### src/rtl/xlat_pkg.sv
package xlat_pkg;
  localparam int DEF_VPN_W  = 20;
  localparam int DEF_OFF_W  = 12;
  localparam int DEF_PFN_W  = 20;
  localparam int DEF_SLOTS  = 8;
  localparam int PERM_BITS  = 2;
  localparam int PERM_READ  = 0;
  localparam int PERM_WRITE = 1;

  typedef enum logic {
    ST_IDLE = 1'b0,
    ST_WAIT = 1'b1
  } upd_state_e;
endpackage

### src/rtl/xlat_rr.sv
module xlat_rr #(
  parameter int SLOTS = 8,
  localparam int IW = $clog2(SLOTS)
) (
  input  logic          clk,
  input  logic          rst_n,
  input  logic          adv,
  output logic [IW-1:0] ptr
);
  logic [IW-1:0] ptr_q, ptr_d;

  always_comb begin
    ptr_d = ptr_q;
    if (adv) begin
      if (ptr_q == IW'(SLOTS - 1)) ptr_d = '0;
      else                         ptr_d = ptr_q + 1'b1;
    end
  end

  always_ff @(posedge clk or negedge rst_n) begin
    if (!rst_n) ptr_q <= '0;
    else        ptr_q <= ptr_d;
  end

  assign ptr = ptr_q;

  // the replacement order only moves on a refill of a new page
  p_rr_hold_r9: assert property (@(posedge clk) disable iff (!rst_n)
    !adv |=> $stable(ptr_q));
endmodule

### src/rtl/xlat_tags.sv
module xlat_tags #(
  parameter int VPN_W = 20,
  parameter int PFN_W = 20,
  parameter int PERM_W = 2,
  parameter int SLOTS = 8,
  localparam int IW = $clog2(SLOTS)
) (
  input  logic              clk,
  input  logic              rst_n,
  input  logic [VPN_W-1:0]  look_vpn,
  output logic              hit,
  output logic [PFN_W-1:0]  hit_pfn,
  output logic [PERM_W-1:0] hit_perm,
  output logic              hit_a,
  output logic              hit_d,
  output logic [IW-1:0]     hit_idx,
  input  logic [VPN_W-1:0]  fill_vpn,
  output logic              fill_found,
  output logic [IW-1:0]     fill_found_idx,
  input  logic              fill_en,
  input  logic [IW-1:0]     fill_idx,
  input  logic [PFN_W-1:0]  fill_pfn,
  input  logic [PERM_W-1:0] fill_perm,
  input  logic              fill_a,
  input  logic              fill_d,
  input  logic              flush_all,
  input  logic              flush_one,
  input  logic [VPN_W-1:0]  flush_vpn,
  input  logic              set_en,
  input  logic [IW-1:0]     set_idx,
  input  logic              set_a,
  input  logic              set_d
);
  logic [SLOTS-1:0]  look_match;
  logic [SLOTS-1:0]  fill_match;
  logic [SLOTS-1:0]  valid_vec;
  logic [PFN_W-1:0]  pfn_arr  [SLOTS];
  logic [PERM_W-1:0] perm_arr [SLOTS];
  logic [SLOTS-1:0]  a_vec;
  logic [SLOTS-1:0]  d_vec;

  for (genvar i = 0; i < SLOTS; i++) begin : g_slot
    logic              v_q, v_d;
    logic [VPN_W-1:0]  vpn_q;
    logic [PFN_W-1:0]  pfn_q;
    logic [PERM_W-1:0] perm_q;
    logic              a_q, a_d, d_q, d_d;
    logic              load_fill, load_set, drop;

    assign load_fill = fill_en && (fill_idx == IW'(i));
    assign load_set  = set_en && (set_idx == IW'(i));
    assign drop      = flush_all || (flush_one && v_q && (vpn_q == flush_vpn));

    always_comb begin
      v_d = v_q;
      a_d = a_q;
      d_d = d_q;
      if (load_set) begin
        a_d = a_q | set_a;
        d_d = d_q | set_d;
      end
      if (load_fill) begin
        v_d = 1'b1;
        a_d = fill_a;
        d_d = fill_d;
      end
      if (drop) v_d = 1'b0;
    end

    always_ff @(posedge clk or negedge rst_n) begin
      if (!rst_n) v_q <= 1'b0;
      else        v_q <= v_d;
    end

    always_ff @(posedge clk) begin
      if (load_fill) begin
        vpn_q  <= fill_vpn;
        pfn_q  <= fill_pfn;
        perm_q <= fill_perm;
      end
      if (load_fill || load_set) begin
        a_q <= a_d;
        d_q <= d_d;
      end
    end

    assign look_match[i] = v_q && (vpn_q == look_vpn);
    assign fill_match[i] = v_q && (vpn_q == fill_vpn);
    assign valid_vec[i]  = v_q;
    assign pfn_arr[i]    = pfn_q;
    assign perm_arr[i]   = perm_q;
    assign a_vec[i]      = a_q;
    assign d_vec[i]      = d_q;
  end

  always_comb begin
    hit_idx        = '0;
    fill_found_idx = '0;
    for (int i = 0; i < SLOTS; i++) begin
      if (look_match[i]) hit_idx        = hit_idx | IW'(i);
      if (fill_match[i]) fill_found_idx = fill_found_idx | IW'(i);
    end
  end

  assign hit        = |look_match;
  assign fill_found = |fill_match;
  assign hit_pfn    = pfn_arr[hit_idx];
  assign hit_perm   = perm_arr[hit_idx];
  assign hit_a      = a_vec[hit_idx];
  assign hit_d      = d_vec[hit_idx];

  // in-place refill keeps every page in at most one slot
  p_unique_match_r9: assert property (@(posedge clk) disable iff (!rst_n)
    $onehot0(look_match));

  // a flush-all empties every slot by the next cycle
  p_flush_all_r10: assert property (@(posedge clk) disable iff (!rst_n)
    flush_all |=> (valid_vec == '0));

  // an acknowledged update leaves the accessed bit set
  p_set_lands_r6: assert property (@(posedge clk) disable iff (!rst_n)
    (set_en && set_a && !fill_en) |=> a_vec[$past(set_idx)]);
endmodule

### src/rtl/xlat_ctrl.sv
module xlat_ctrl
  import xlat_pkg::*;
#(
  parameter int VPN_W = 20,
  parameter int OFF_W = 12,
  parameter int PFN_W = 20,
  parameter int PERM_W = 2,
  parameter int SLOTS = 8,
  localparam int IW = $clog2(SLOTS),
  localparam int PA_W = PFN_W + OFF_W
) (
  input  logic              clk,
  input  logic              rst_n,
  input  logic              lk_valid,
  input  logic [VPN_W-1:0]  lk_vpn,
  input  logic [OFF_W-1:0]  lk_off,
  input  logic              lk_store,
  output logic              lk_ready,
  input  logic              hit,
  input  logic [PFN_W-1:0]  hit_pfn,
  input  logic [PERM_W-1:0] hit_perm,
  input  logic              hit_a,
  input  logic              hit_d,
  input  logic [IW-1:0]     hit_idx,
  output logic              res_valid,
  output logic              res_hit,
  output logic              res_miss,
  output logic              res_fault,
  output logic [VPN_W-1:0]  res_vpn,
  output logic [PA_W-1:0]   res_paddr,
  output logic [PERM_W-1:0] res_perm,
  output logic              res_a,
  output logic              res_d,
  output logic              upd_req,
  output logic [VPN_W-1:0]  upd_vpn,
  output logic              upd_set_a,
  output logic              upd_set_d,
  input  logic              upd_ack,
  output logic              set_en,
  output logic [IW-1:0]     set_idx
);
  upd_state_e st_q, st_d;

  logic [VPN_W-1:0]  pend_vpn;
  logic [IW-1:0]     pend_idx;
  logic [PFN_W-1:0]  pend_pfn;
  logic [OFF_W-1:0]  pend_off;
  logic [PERM_W-1:0] pend_perm;
  logic              pend_d, pend_sa, pend_sd;
  logic              go_wait;

  logic              rv_q, rv_d;
  logic              r_hit, r_miss, r_fault, r_a, r_d;
  logic [VPN_W-1:0]  r_vpn;
  logic [PA_W-1:0]   r_paddr;
  logic [PERM_W-1:0] r_perm;

  logic fault, need_a, need_d;

  assign fault  = lk_store ? !hit_perm[PERM_WRITE] : !hit_perm[PERM_READ];
  assign need_a = !hit_a;
  assign need_d = lk_store && !hit_d;

  always_comb begin
    st_d    = st_q;
    go_wait = 1'b0;
    rv_d    = 1'b0;
    r_hit   = 1'b0;
    r_miss  = 1'b0;
    r_fault = 1'b0;
    r_paddr = '0;
    r_perm  = '0;
    r_a     = 1'b0;
    r_d     = 1'b0;
    r_vpn   = lk_vpn;
    case (st_q)
      ST_IDLE: begin
        if (lk_valid) begin
          if (!hit) begin
            rv_d   = 1'b1;
            r_miss = 1'b1;
          end else if (fault) begin
            rv_d    = 1'b1;
            r_fault = 1'b1;
            r_perm  = hit_perm;
            r_a     = hit_a;
            r_d     = hit_d;
          end else if (need_a || need_d) begin
            st_d    = ST_WAIT;
            go_wait = 1'b1;
          end else begin
            rv_d    = 1'b1;
            r_hit   = 1'b1;
            r_paddr = {hit_pfn, lk_off};
            r_perm  = hit_perm;
            r_a     = hit_a;
            r_d     = hit_d;
          end
        end
      end
      ST_WAIT: begin
        r_vpn = pend_vpn;
        if (upd_ack) begin
          st_d    = ST_IDLE;
          rv_d    = 1'b1;
          r_hit   = 1'b1;
          r_paddr = {pend_pfn, pend_off};
          r_perm  = pend_perm;
          r_a     = 1'b1;
          r_d     = pend_d | pend_sd;
        end
      end
      default: st_d = ST_IDLE;
    endcase
  end

  always_ff @(posedge clk or negedge rst_n) begin
    if (!rst_n) begin
      st_q <= ST_IDLE;
      rv_q <= 1'b0;
    end else begin
      st_q <= st_d;
      rv_q <= rv_d;
    end
  end

  always_ff @(posedge clk) begin
    if (go_wait) begin
      pend_vpn  <= lk_vpn;
      pend_idx  <= hit_idx;
      pend_pfn  <= hit_pfn;
      pend_off  <= lk_off;
      pend_perm <= hit_perm;
      pend_d    <= hit_d;
      pend_sa   <= need_a;
      pend_sd   <= need_d;
    end
    if (rv_d) begin
      res_hit   <= r_hit;
      res_miss  <= r_miss;
      res_fault <= r_fault;
      res_vpn   <= r_vpn;
      res_paddr <= r_paddr;
      res_perm  <= r_perm;
      res_a     <= r_a;
      res_d     <= r_d;
    end
  end

  assign res_valid = rv_q;
  assign lk_ready  = (st_q == ST_IDLE);
  assign upd_req   = (st_q == ST_WAIT);
  assign upd_vpn   = pend_vpn;
  assign upd_set_a = pend_sa;
  assign upd_set_d = pend_sd;
  assign set_en    = (st_q == ST_WAIT) && upd_ack;
  assign set_idx   = pend_idx;

  // the request is held steady until it is acknowledged
  p_req_stable_r8: assert property (@(posedge clk) disable iff (!rst_n)
    (upd_req && !upd_ack) |=> (upd_req && $stable(upd_vpn) &&
                               $stable(upd_set_a) && $stable(upd_set_d)));

  // no result and no new lookup while a request is outstanding
  p_hold_result_r4: assert property (@(posedge clk) disable iff (!rst_n)
    upd_req |-> (!res_valid && !lk_ready));

  // the held result follows the acknowledge by one cycle
  p_release_r6: assert property (@(posedge clk) disable iff (!rst_n)
    (upd_req && upd_ack) |=> (res_valid && res_hit && res_a && !upd_req));

  // a miss never carries an address
  p_miss_no_addr_r2: assert property (@(posedge clk) disable iff (!rst_n)
    (res_valid && res_miss) |-> (res_paddr == '0 && !res_hit));

  // a fault never carries an address
  p_fault_no_addr_r3: assert property (@(posedge clk) disable iff (!rst_n)
    (res_valid && res_fault) |-> (res_paddr == '0 && !res_hit));
endmodule

### src/rtl/xlat_buf.sv
module xlat_buf
  import xlat_pkg::*;
#(
  parameter int VPN_W = DEF_VPN_W,
  parameter int OFF_W = DEF_OFF_W,
  parameter int PFN_W = DEF_PFN_W,
  parameter int SLOTS = DEF_SLOTS,
  localparam int PERM_W = PERM_BITS,
  localparam int VA_W = VPN_W + OFF_W,
  localparam int PA_W = PFN_W + OFF_W,
  localparam int IW = $clog2(SLOTS)
) (
  input  logic              clk,
  input  logic              rst_n,
  input  logic              lk_valid,
  input  logic [VA_W-1:0]   lk_vaddr,
  input  logic              lk_store,
  output logic              lk_ready,
  output logic              res_valid,
  output logic              res_hit,
  output logic              res_miss,
  output logic              res_fault,
  output logic [VPN_W-1:0]  res_vpn,
  output logic [PA_W-1:0]   res_paddr,
  output logic [PERM_W-1:0] res_perm,
  output logic              res_a,
  output logic              res_d,
  output logic              upd_req,
  output logic [VPN_W-1:0]  upd_vpn,
  output logic              upd_set_a,
  output logic              upd_set_d,
  input  logic              upd_ack,
  input  logic              fill_valid,
  input  logic [VPN_W-1:0]  fill_vpn,
  input  logic [PFN_W-1:0]  fill_pfn,
  input  logic [PERM_W-1:0] fill_perm,
  input  logic              fill_a,
  input  logic              fill_d,
  input  logic              flush_all,
  input  logic              flush_one,
  input  logic [VPN_W-1:0]  flush_vpn
);
  logic [VPN_W-1:0]  lk_vpn;
  logic [OFF_W-1:0]  lk_off;
  logic              hit, hit_a, hit_d;
  logic [PFN_W-1:0]  hit_pfn;
  logic [PERM_W-1:0] hit_perm;
  logic [IW-1:0]     hit_idx;
  logic              fill_found;
  logic [IW-1:0]     fill_found_idx, rr_ptr, fill_idx;
  logic              set_en;
  logic [IW-1:0]     set_idx;

  assign lk_vpn   = lk_vaddr[VA_W-1:OFF_W];
  assign lk_off   = lk_vaddr[OFF_W-1:0];
  assign fill_idx = fill_found ? fill_found_idx : rr_ptr;

  xlat_rr #(.SLOTS(SLOTS)) u_rr (
    .clk (clk),
    .rst_n (rst_n),
    .adv (fill_valid && !fill_found),
    .ptr (rr_ptr)
  );

  xlat_tags #(
    .VPN_W(VPN_W), .PFN_W(PFN_W), .PERM_W(PERM_W), .SLOTS(SLOTS)
  ) u_tags (
    .clk            (clk),
    .rst_n          (rst_n),
    .look_vpn       (lk_vpn),
    .hit            (hit),
    .hit_pfn        (hit_pfn),
    .hit_perm       (hit_perm),
    .hit_a          (hit_a),
    .hit_d          (hit_d),
    .hit_idx        (hit_idx),
    .fill_vpn       (fill_vpn),
    .fill_found     (fill_found),
    .fill_found_idx (fill_found_idx),
    .fill_en        (fill_valid),
    .fill_idx       (fill_idx),
    .fill_pfn       (fill_pfn),
    .fill_perm      (fill_perm),
    .fill_a         (fill_a),
    .fill_d         (fill_d),
    .flush_all      (flush_all),
    .flush_one      (flush_one),
    .flush_vpn      (flush_vpn),
    .set_en         (set_en),
    .set_idx        (set_idx),
    .set_a          (upd_set_a),
    .set_d          (upd_set_d)
  );

  xlat_ctrl #(
    .VPN_W(VPN_W), .OFF_W(OFF_W), .PFN_W(PFN_W), .PERM_W(PERM_W), .SLOTS(SLOTS)
  ) u_ctrl (
    .clk       (clk),
    .rst_n     (rst_n),
    .lk_valid  (lk_valid),
    .lk_vpn    (lk_vpn),
    .lk_off    (lk_off),
    .lk_store  (lk_store),
    .lk_ready  (lk_ready),
    .hit       (hit),
    .hit_pfn   (hit_pfn),
    .hit_perm  (hit_perm),
    .hit_a     (hit_a),
    .hit_d     (hit_d),
    .hit_idx   (hit_idx),
    .res_valid (res_valid),
    .res_hit   (res_hit),
    .res_miss  (res_miss),
    .res_fault (res_fault),
    .res_vpn   (res_vpn),
    .res_paddr (res_paddr),
    .res_perm  (res_perm),
    .res_a     (res_a),
    .res_d     (res_d),
    .upd_req   (upd_req),
    .upd_vpn   (upd_vpn),
    .upd_set_a (upd_set_a),
    .upd_set_d (upd_set_d),
    .upd_ack   (upd_ack),
    .set_en    (set_en),
    .set_idx   (set_idx)
  );

  // out of reset the block accepts lookups and has nothing pending
  p_reset_idle_r12: assert property (@(posedge clk)
    $rose(rst_n) |-> (lk_ready && !upd_req && !res_valid));
endmodule

### config.mk
export PLATFORM = sky130hd
export DESIGN_NAME = xlat_buf
export DESIGN_NICKNAME = d
export VERILOG_FILES = /design/src/rtl/xlat_pkg.sv /design/src/rtl/xlat_rr.sv /design/src/rtl/xlat_tags.sv /design/src/rtl/xlat_ctrl.sv /design/src/rtl/xlat_buf.sv
export SDC_FILE = /design/constraint.sdc
export NUM_CORES = 1
export LEC_CHECK = 0
export BUFFER_PORTS_ARGS = -buffer_cell sky130_fd_sc_hd__buf_2
export CAP_MARGIN = 20
export CORE_ASPECT_RATIO = 0.75
export CORE_MARGIN = 2
export CORE_UTILIZATION = 52
export CTS_BUF_LIST = sky130_fd_sc_hd__clkbuf_4 sky130_fd_sc_hd__clkbuf_8
export CTS_CLUSTER_DIAMETER = 80
export DETAILED_ROUTE_END_ITERATION = 6
export GPL_ROUTABILITY_DRIVEN = 0
export PLACE_DENSITY = 0.72
export SLEW_MARGIN = 0
export SYNTH_ARGS = -nofsm -noshare
export SYNTH_HDL_FRONTEND = slang
export SYNTH_HIERARCHICAL = 1
export SYNTH_SLANG_ARGS = --single-unit
### constraint.sdc
create_clock -name clk -period 6 [get_ports clk]
set_input_delay 1.2 -clock clk [delete_from_list [all_inputs] [get_ports clk]]
set_output_delay 1.2 -clock clk [all_outputs]
set_load 0.01 [all_outputs]
After elaboration in Yosys (flattened, before gate mapping)
Cells that the tools add are included.
- flip-flop bits (word level): 484
- logic and storage cells: 351
- input port bits: 104
- output and inout bits: 84
- add/subtract/negate cells: 1
- $lt $le $gt $ge: 2
- bitwise operators: 21
- eq/ne operators: 39
- multiplexer cells: 118
- reduce and logical (&&, ||, !) cells: 103
- operators by type and width (cell ; count):
    20-bit equality test ; 24
    32-bit two-way mux ; 5
    1-bit two-way mux ; 78
    32-bit case mux with 2 select lines ; 1
    20-bit binary-select mux with 3-bit select ; 1
    20-bit two-way mux ; 3
    1-bit logical AND ; 51
    2-bit nonzero test ; 16
    3-bit two-way mux ; 10
    3-bit equality test (second input constant) ; 9
    2-bit two-way mux ; 11
    1-bit logical OR ; 17
    1-bit OR ; 17
    2-bit AND reduction ; 8
    8-bit OR reduction ; 2
    3-bit by 2-bit equality test with 1-bit output (second input constant) ; 4
    1-bit case mux with 2 select lines ; 5
    1-bit binary-select mux with 3-bit select ; 2
    2-bit binary-select mux with 3-bit select ; 1
    3-bit by 1-bit equality test with 1-bit output (second input constant) ; 2
    3-bit zero test ; 2
    1-bit zero test ; 5
    4-bit greater-or-equal comparator (second input constant) ; 1
    3-bit by 4-bit < comparator with 1-bit output (second input constant) ; 1
    other kinds (6) ; 8

Logic depth before layout (Yosys ltp)
- depth in word-level cells: 19
- depth in mapped cells: 15
- depth with buffers taken out: 13

Modules after synthesis
The synthesis kept the hierarchy.
- modules (own cells, without submodules) (module ; sequential area each (µm²) ; times used ; cells an instance ; area each (µm²)):
    xlat_tags ; 10770.3 ; 1 ; 1388 ; 18923.1
    xlat_ctrl ; 3623.5 ; 1 ; 213 ; 4423.0
    xlat_rr ; 75.1 ; 1 ; 11 ; 142.6
    xlat_buf ; 0.0 ; 1 ; 4 ; 42.5

Worst setup path before layout
Ideal clock, no wire load.
- path type: input -> register
- start: in fill_vpn[18]
- end: reg u_tags.g_slot[0].a_q (enable)
- arrival: 6.866 ns
- setup time: 0.307 ns
- data required time: 5.693 ns
- path slack: -1.173 ns
- stages on the path: 12
- cell sequence: clkbuf_1 > xor2_1 > nor4_1 > nand4_1 > nor4_1 > a41oi_1 > o311ai_0 > or2_2 > mux2_2 > nand2b_1 > nor3_1 > or2_2
- elaborated cells between the ends (all ways): 30
- classes of those cells: eq/ne (8); mux (8); reduce/logical (14)
- RTL lines (element ; line ; text):
    start, declared ; xlat_buf.sv:34 ; input logic [VPN_W-1:0] fill_vpn,
    20-bit equality test ; xlat_tags.sv:88 ; assign fill_match[i] = v_q && (vpn_q == fill_vpn);
    1-bit logical AND ; xlat_tags.sv:88 ;
    3-bit two-way mux (3 in a row) ; xlat_tags.sv:101 ; if (fill_match[i]) fill_found_idx = fill_found_idx | IW'(i);
    3-bit two-way mux (*) ; xlat_tags.sv:101 ;
    via fill_found_idx[2] ; xlat_buf.sv:50 ; logic [IW-1:0] fill_found_idx, rr_ptr, fill_idx;
    3-bit two-way mux (*) ; xlat_buf.sv:56 ; assign fill_idx = fill_found ? fill_found_idx : rr_ptr;
    3-bit zero test (*) ; xlat_tags.sv:50 ; assign load_fill = fill_en && (fill_idx == IW'(i));
    1-bit logical AND (*) ; xlat_tags.sv:50 ;
    via u_tags.g_slot[0].load_fill ; xlat_tags.sv:48 ; logic load_fill, load_set, drop;
    2-bit nonzero test (no source line) or 1-bit logical OR (tied branches) ; - ;
    2-bit AND reduction (no source line) (*) ; - ;
    end signal, assigned ; xlat_tags.sv:82 ; a_q <= a_d;
    end, declared ; xlat_tags.sv:47 ; logic a_q, a_d, d_q, d_d;
Mark *: on every way through the listed nets, which the timed path passes. The rest lies on a longest branch.
A chain may end at the register's enable or synchronous reset.

Worst setup path after layout
- start: in fill_vpn[4]
- end: reg u_tags.g_slot[3].v_q
- elaborated cells between the ends (all ways): 28
- classes of those cells: eq/ne (9); mux (8); reduce/logical (11)
- RTL lines (element ; line ; text):
    20-bit equality test ; xlat_tags.sv:88 ;
    1-bit logical AND ; xlat_tags.sv:88 ;
    3-bit two-way mux (3 in a row) ; xlat_tags.sv:101 ;
    3-bit two-way mux (*) ; xlat_tags.sv:101 ;
    via fill_found_idx[2] ; xlat_buf.sv:50 ;
    3-bit two-way mux (*) ; xlat_buf.sv:56 ;
    via fill_idx[2] ; xlat_buf.sv:50 ;
    3-bit by 2-bit equality test with 1-bit output (*) ; xlat_tags.sv:50 ;
    1-bit logical AND (*) ; xlat_tags.sv:50 ;
    via u_tags.g_slot[3].load_fill ; xlat_tags.sv:48 ;
    2-bit nonzero test (no source line) (*) ; - ;
    end signal, assigned ; xlat_tags.sv:72 ; else v_q <= v_d;
    end, declared ; xlat_tags.sv:43 ; logic v_q, v_d;
Marked as above.

==> summary.txt <==
Clock network
  • Post-CTS Resized: 0
  • Worst skew pair latency: 0.66 ns
  • Inserted Clock Buffers: 76
  • H-tree Lvls: 3
  • CTS tree: built
  • Hold-fix buffers at CTS: 0
  • CTS sink cnt: 484
  • CTS max path bufs: 3
  • Clock Root Buffer: clkbuf_8
  • Post-CTS Setup Inserts: 0
  • Clk slew on worst S/H paths: 0.06 ns

Die
  • Die W: 249.6 µm
  • Starting density of the core: 52.66%
  • Placement row count: 67
  • Die area: 46990 µm²
  • Die height: 188.2 µm
  • IO Count: 188
  • Core area: 44680 µm²

Setup path
  • Crit-path max cell delay: 0.70 ns
  • Startpoint Class: input port
  • Reg2reg end: u_tags/g_slot[3].v_q
  • CP endpoint kind: flop
  • Flop-to-flop setup slack: 1.27 ns
  • Slowest CP cell: nor4_1
  • CP endpoint: u_tags/g_slot[3].v_q
  • Kind of critical path: in2reg
  • Worst r2r src: u_tags/g_slot[7].vpn_q[15]
  • Crit-path leading delay family: simple AND/OR/NAND/NOR gates
  • Worst-case reg-to-reg path depth: 14
  • CP Depth: 15
  • Worst Setup SP: fill_vpn[4]
  • Crit-path cells: buf_2, xor2_1, nor4_1, nand4_1, nor4_1, a41oi_1, o311ai_0, or2_2, mux2_2, nand2b_1, or2_2, inv_2, buf_12, nor2_1, nor3_1
  • Crit-path max FO: 21
  • Crit path arrival time: 5.55 ns
  • Crit path buf inv count: 3
  • Required @ worst endpoint: 6.56 ns

Routing
  • Final WL: 68.30 mm
  • Via count: 15540
  • Remaining DRCs: 3
  • DR vias/cell: 6.267
  • Drt wl/cell: 27.55 µm
  • Drt first-iter violations: 2356
  • Detailed Routing Iterations Pass 1: 7
  • Post-DRT Antenna Nets: 0

Yosys
  • Cell variety after synth: 55
  • Primary FF master, synth: edfxtp_1
  • Synthesized area: 23530 µm²
  • Post-synth EDFFs: 471
  • Synthesized net count: 1722
  • Yosys warns: 6
  • Post-synthesis sequential area ratio: 61.49%
  • FF+latch count, synth: 484
  • Asr flop ratio synth: 2.686%
  • Avg Cell Area, Syn: 14.56 µm²
  • Synthesized instance count: 1616

Layout
  • Most common cell after layout, fill and taps aside: edfxtp_1
  • Non-filler instance count after layout: 2479
  • Share of layout cells above drive strength 1: 22.13%
  • Most frequent cells in the layout: edfxtp_1 (471), xnor2_1 (332), buf_2 (188), xor2_1 (148), nand4_1 (100)
  • Fin nets: 1937
  • Fin area: 26580 µm²
  • Layout Utilization: 59.48%
  • Filler cells: 3478
  • Area Growth Syn to Fin: 12.94%

Placed design
  • Dpl hpwl: 47.94 mm
  • Dpl cell area: 25050 µm²
  • Port Buffers: 187
  • Placed cell count: 2338

STA
  • Slew @ Worst Pin: 0.8197 ns
  • Slew HR: 44.85%
  • Max Clk Rate: 200.4 MHz
  • Setup Skew: 0.04885 ns
  • Final Hold Viols: 0
  • Setup TNS: 0 ns
  • Setup violations, final: 0
  • Final Slew Violations: 0
  • Period utilization: 83.19%
  • Unrepaired setup endpoints after global routing: false
  • Tmin final: 4.991 ns

Flow run
  • Maxcap violations: 0

Hold path
  • Worst hold-check path type: in2async

Outcome
  • Status: complete, but fails checks
  • Failing checks: DRC

Global route
  • Global Route Usage Sum: 28.70%
  • First-pass GRT wire length: 98.76 mm
  • Initial antenna violation count: 3
  • Vias in the first global route: 15070
  • Congestion Overflow GR: 0
  • Largest net degree at the start of global routing: 61

Power and ir drop
  • PD cells: 322.9 nW/µm²
  • Tot Pwr: 0.008581 W
  • Leakage: 8.755 nW
  • Worst VDD drop: 0.1615 mV
## worst reg2reg max path, delay by kind of cell, from the launching register on
family,cells,cell delay [ns]
and+or+nand+nor,8,2.37
DFF,1,0.64
buffers and inverters,2,0.57
muxes,1,0.43
AOI/OAI and AO/OA,2,0.39
xor gates and xnor gates,1,0.27
## cells in the mapped netlist (all sizes together), types with 3 or more instances
cell,n,area (µm²)
edfxtp,471,14140
nor2b,3,18.77
nor3b,4,30.03
xor2,148,1296
nand3,26,135.1
nand4b,5,58.80
dfrtp,13,325.3
nor2,31,126.4
inv,10,37.53
nor4,63,406.6
a21oi,4,35.04
nor3,12,60.06
nand4,100,625.6
xnor2,332,2908
mux2,26,292.8
nand2,34,130.1
a22o,56,490.5
mux2i,97,970.9
nand2b,8,50.05
and3,7,43.79
clkbuf,43,161.4
buf,50,489.2
o21ai,21,105.1
a221oi,24,360.4
or2,8,50.05
## sequential cells by signal (all words and copies together) (netlist names), 2 cells and up
register and flops:
u_tags/g_slot.v_q 8, u_ctrl/res_paddr 32, u_ctrl/res_perm 2, u_ctrl/set_idx 3, u_tags/g_slot.a_q 8, u_tags/g_slot.pfn_q 160
u_ctrl/res_vpn 20, u_rr/ptr 3, u_ctrl/pend_pfn 20, u_ctrl/pend_off 12, u_ctrl/upd_vpn 20, u_tags/g_slot.vpn_q 160
u_tags/g_slot.d_q 8, u_ctrl/pend_perm 2, u_tags/g_slot.perm_q 16
## where the power goes
part           switching [W]  internal [W]
Sequential          0.000270       0.00415
Combinational       0.000852      0.000520
Clock                0.00130       0.00148
## metrics by stage
stage                     worst slack, ns  hold slack [ns]
final                               1.009           0.5133
after global routing               0.8953           0.4874
after CTS                           1.231           0.4695
after detailed placement           0.6070           0.5127
after global placement             0.7401           0.5064
after floorplan                    0.1591           0.4938
## worst min-delay path by stage
stage | start | end | depth (start not counted)
final | rst_n | u_tags/g_slot[7].v_q | 1
after global placement | u_ctrl/pend_d | u_ctrl/res_d | 2
after global routing | rst_n | u_tags/g_slot[7].v_q | 1
after detailed placement | u_ctrl/pend_d | u_ctrl/res_d | 2
after floorplan | u_ctrl/pend_d | u_ctrl/res_d | 2
after CTS | rst_n | u_tags/g_slot[7].v_q | 1
## routing by layer
metal  track usage [%]  up-vias  wire [µm]
li1                  -     6500          -
met1             43.44     7692      29400
met2             39.01     1134      27820
met3             8.482      209       8751
met4             10.29        0       2321
met5                 0        -          0
## cell type report
class | count | area, µm² | area share [%]
Tap cell | 586 | 733.2 | 2.759
Timing Repair Buffer | 230 | 1401 | 5.273
Sequential cell | 484 | 14470 | 54.44
Multi-Input combinational cell | 1029 | 8432 | 31.73
Clock buffer | 105 | 1282 | 4.826
Antenna cell | 4 | 10.01 | 0.03766
Inverter | 10 | 37.54 | 0.1412
Clock inverter | 31 | 210.2 | 0.7910
## logic make-up (layout without fill, tap and decap cells)
group | Yosys count | in the layout | share of synthesized area [%]
compound gates | 118 | 118 | 4.663
xor+xnor | 480 | 480 | 17.87
fa+ha+maj | 2 | 2 | 0.1063
buf+inv | 103 | 376 | 2.924
flops | 484 | 484 | 61.49
mux | 123 | 123 | 5.370
other cells | 0 | 4 | 0
simple gates | 306 | 306 | 7.582
(Power assumes the default switching activity.)
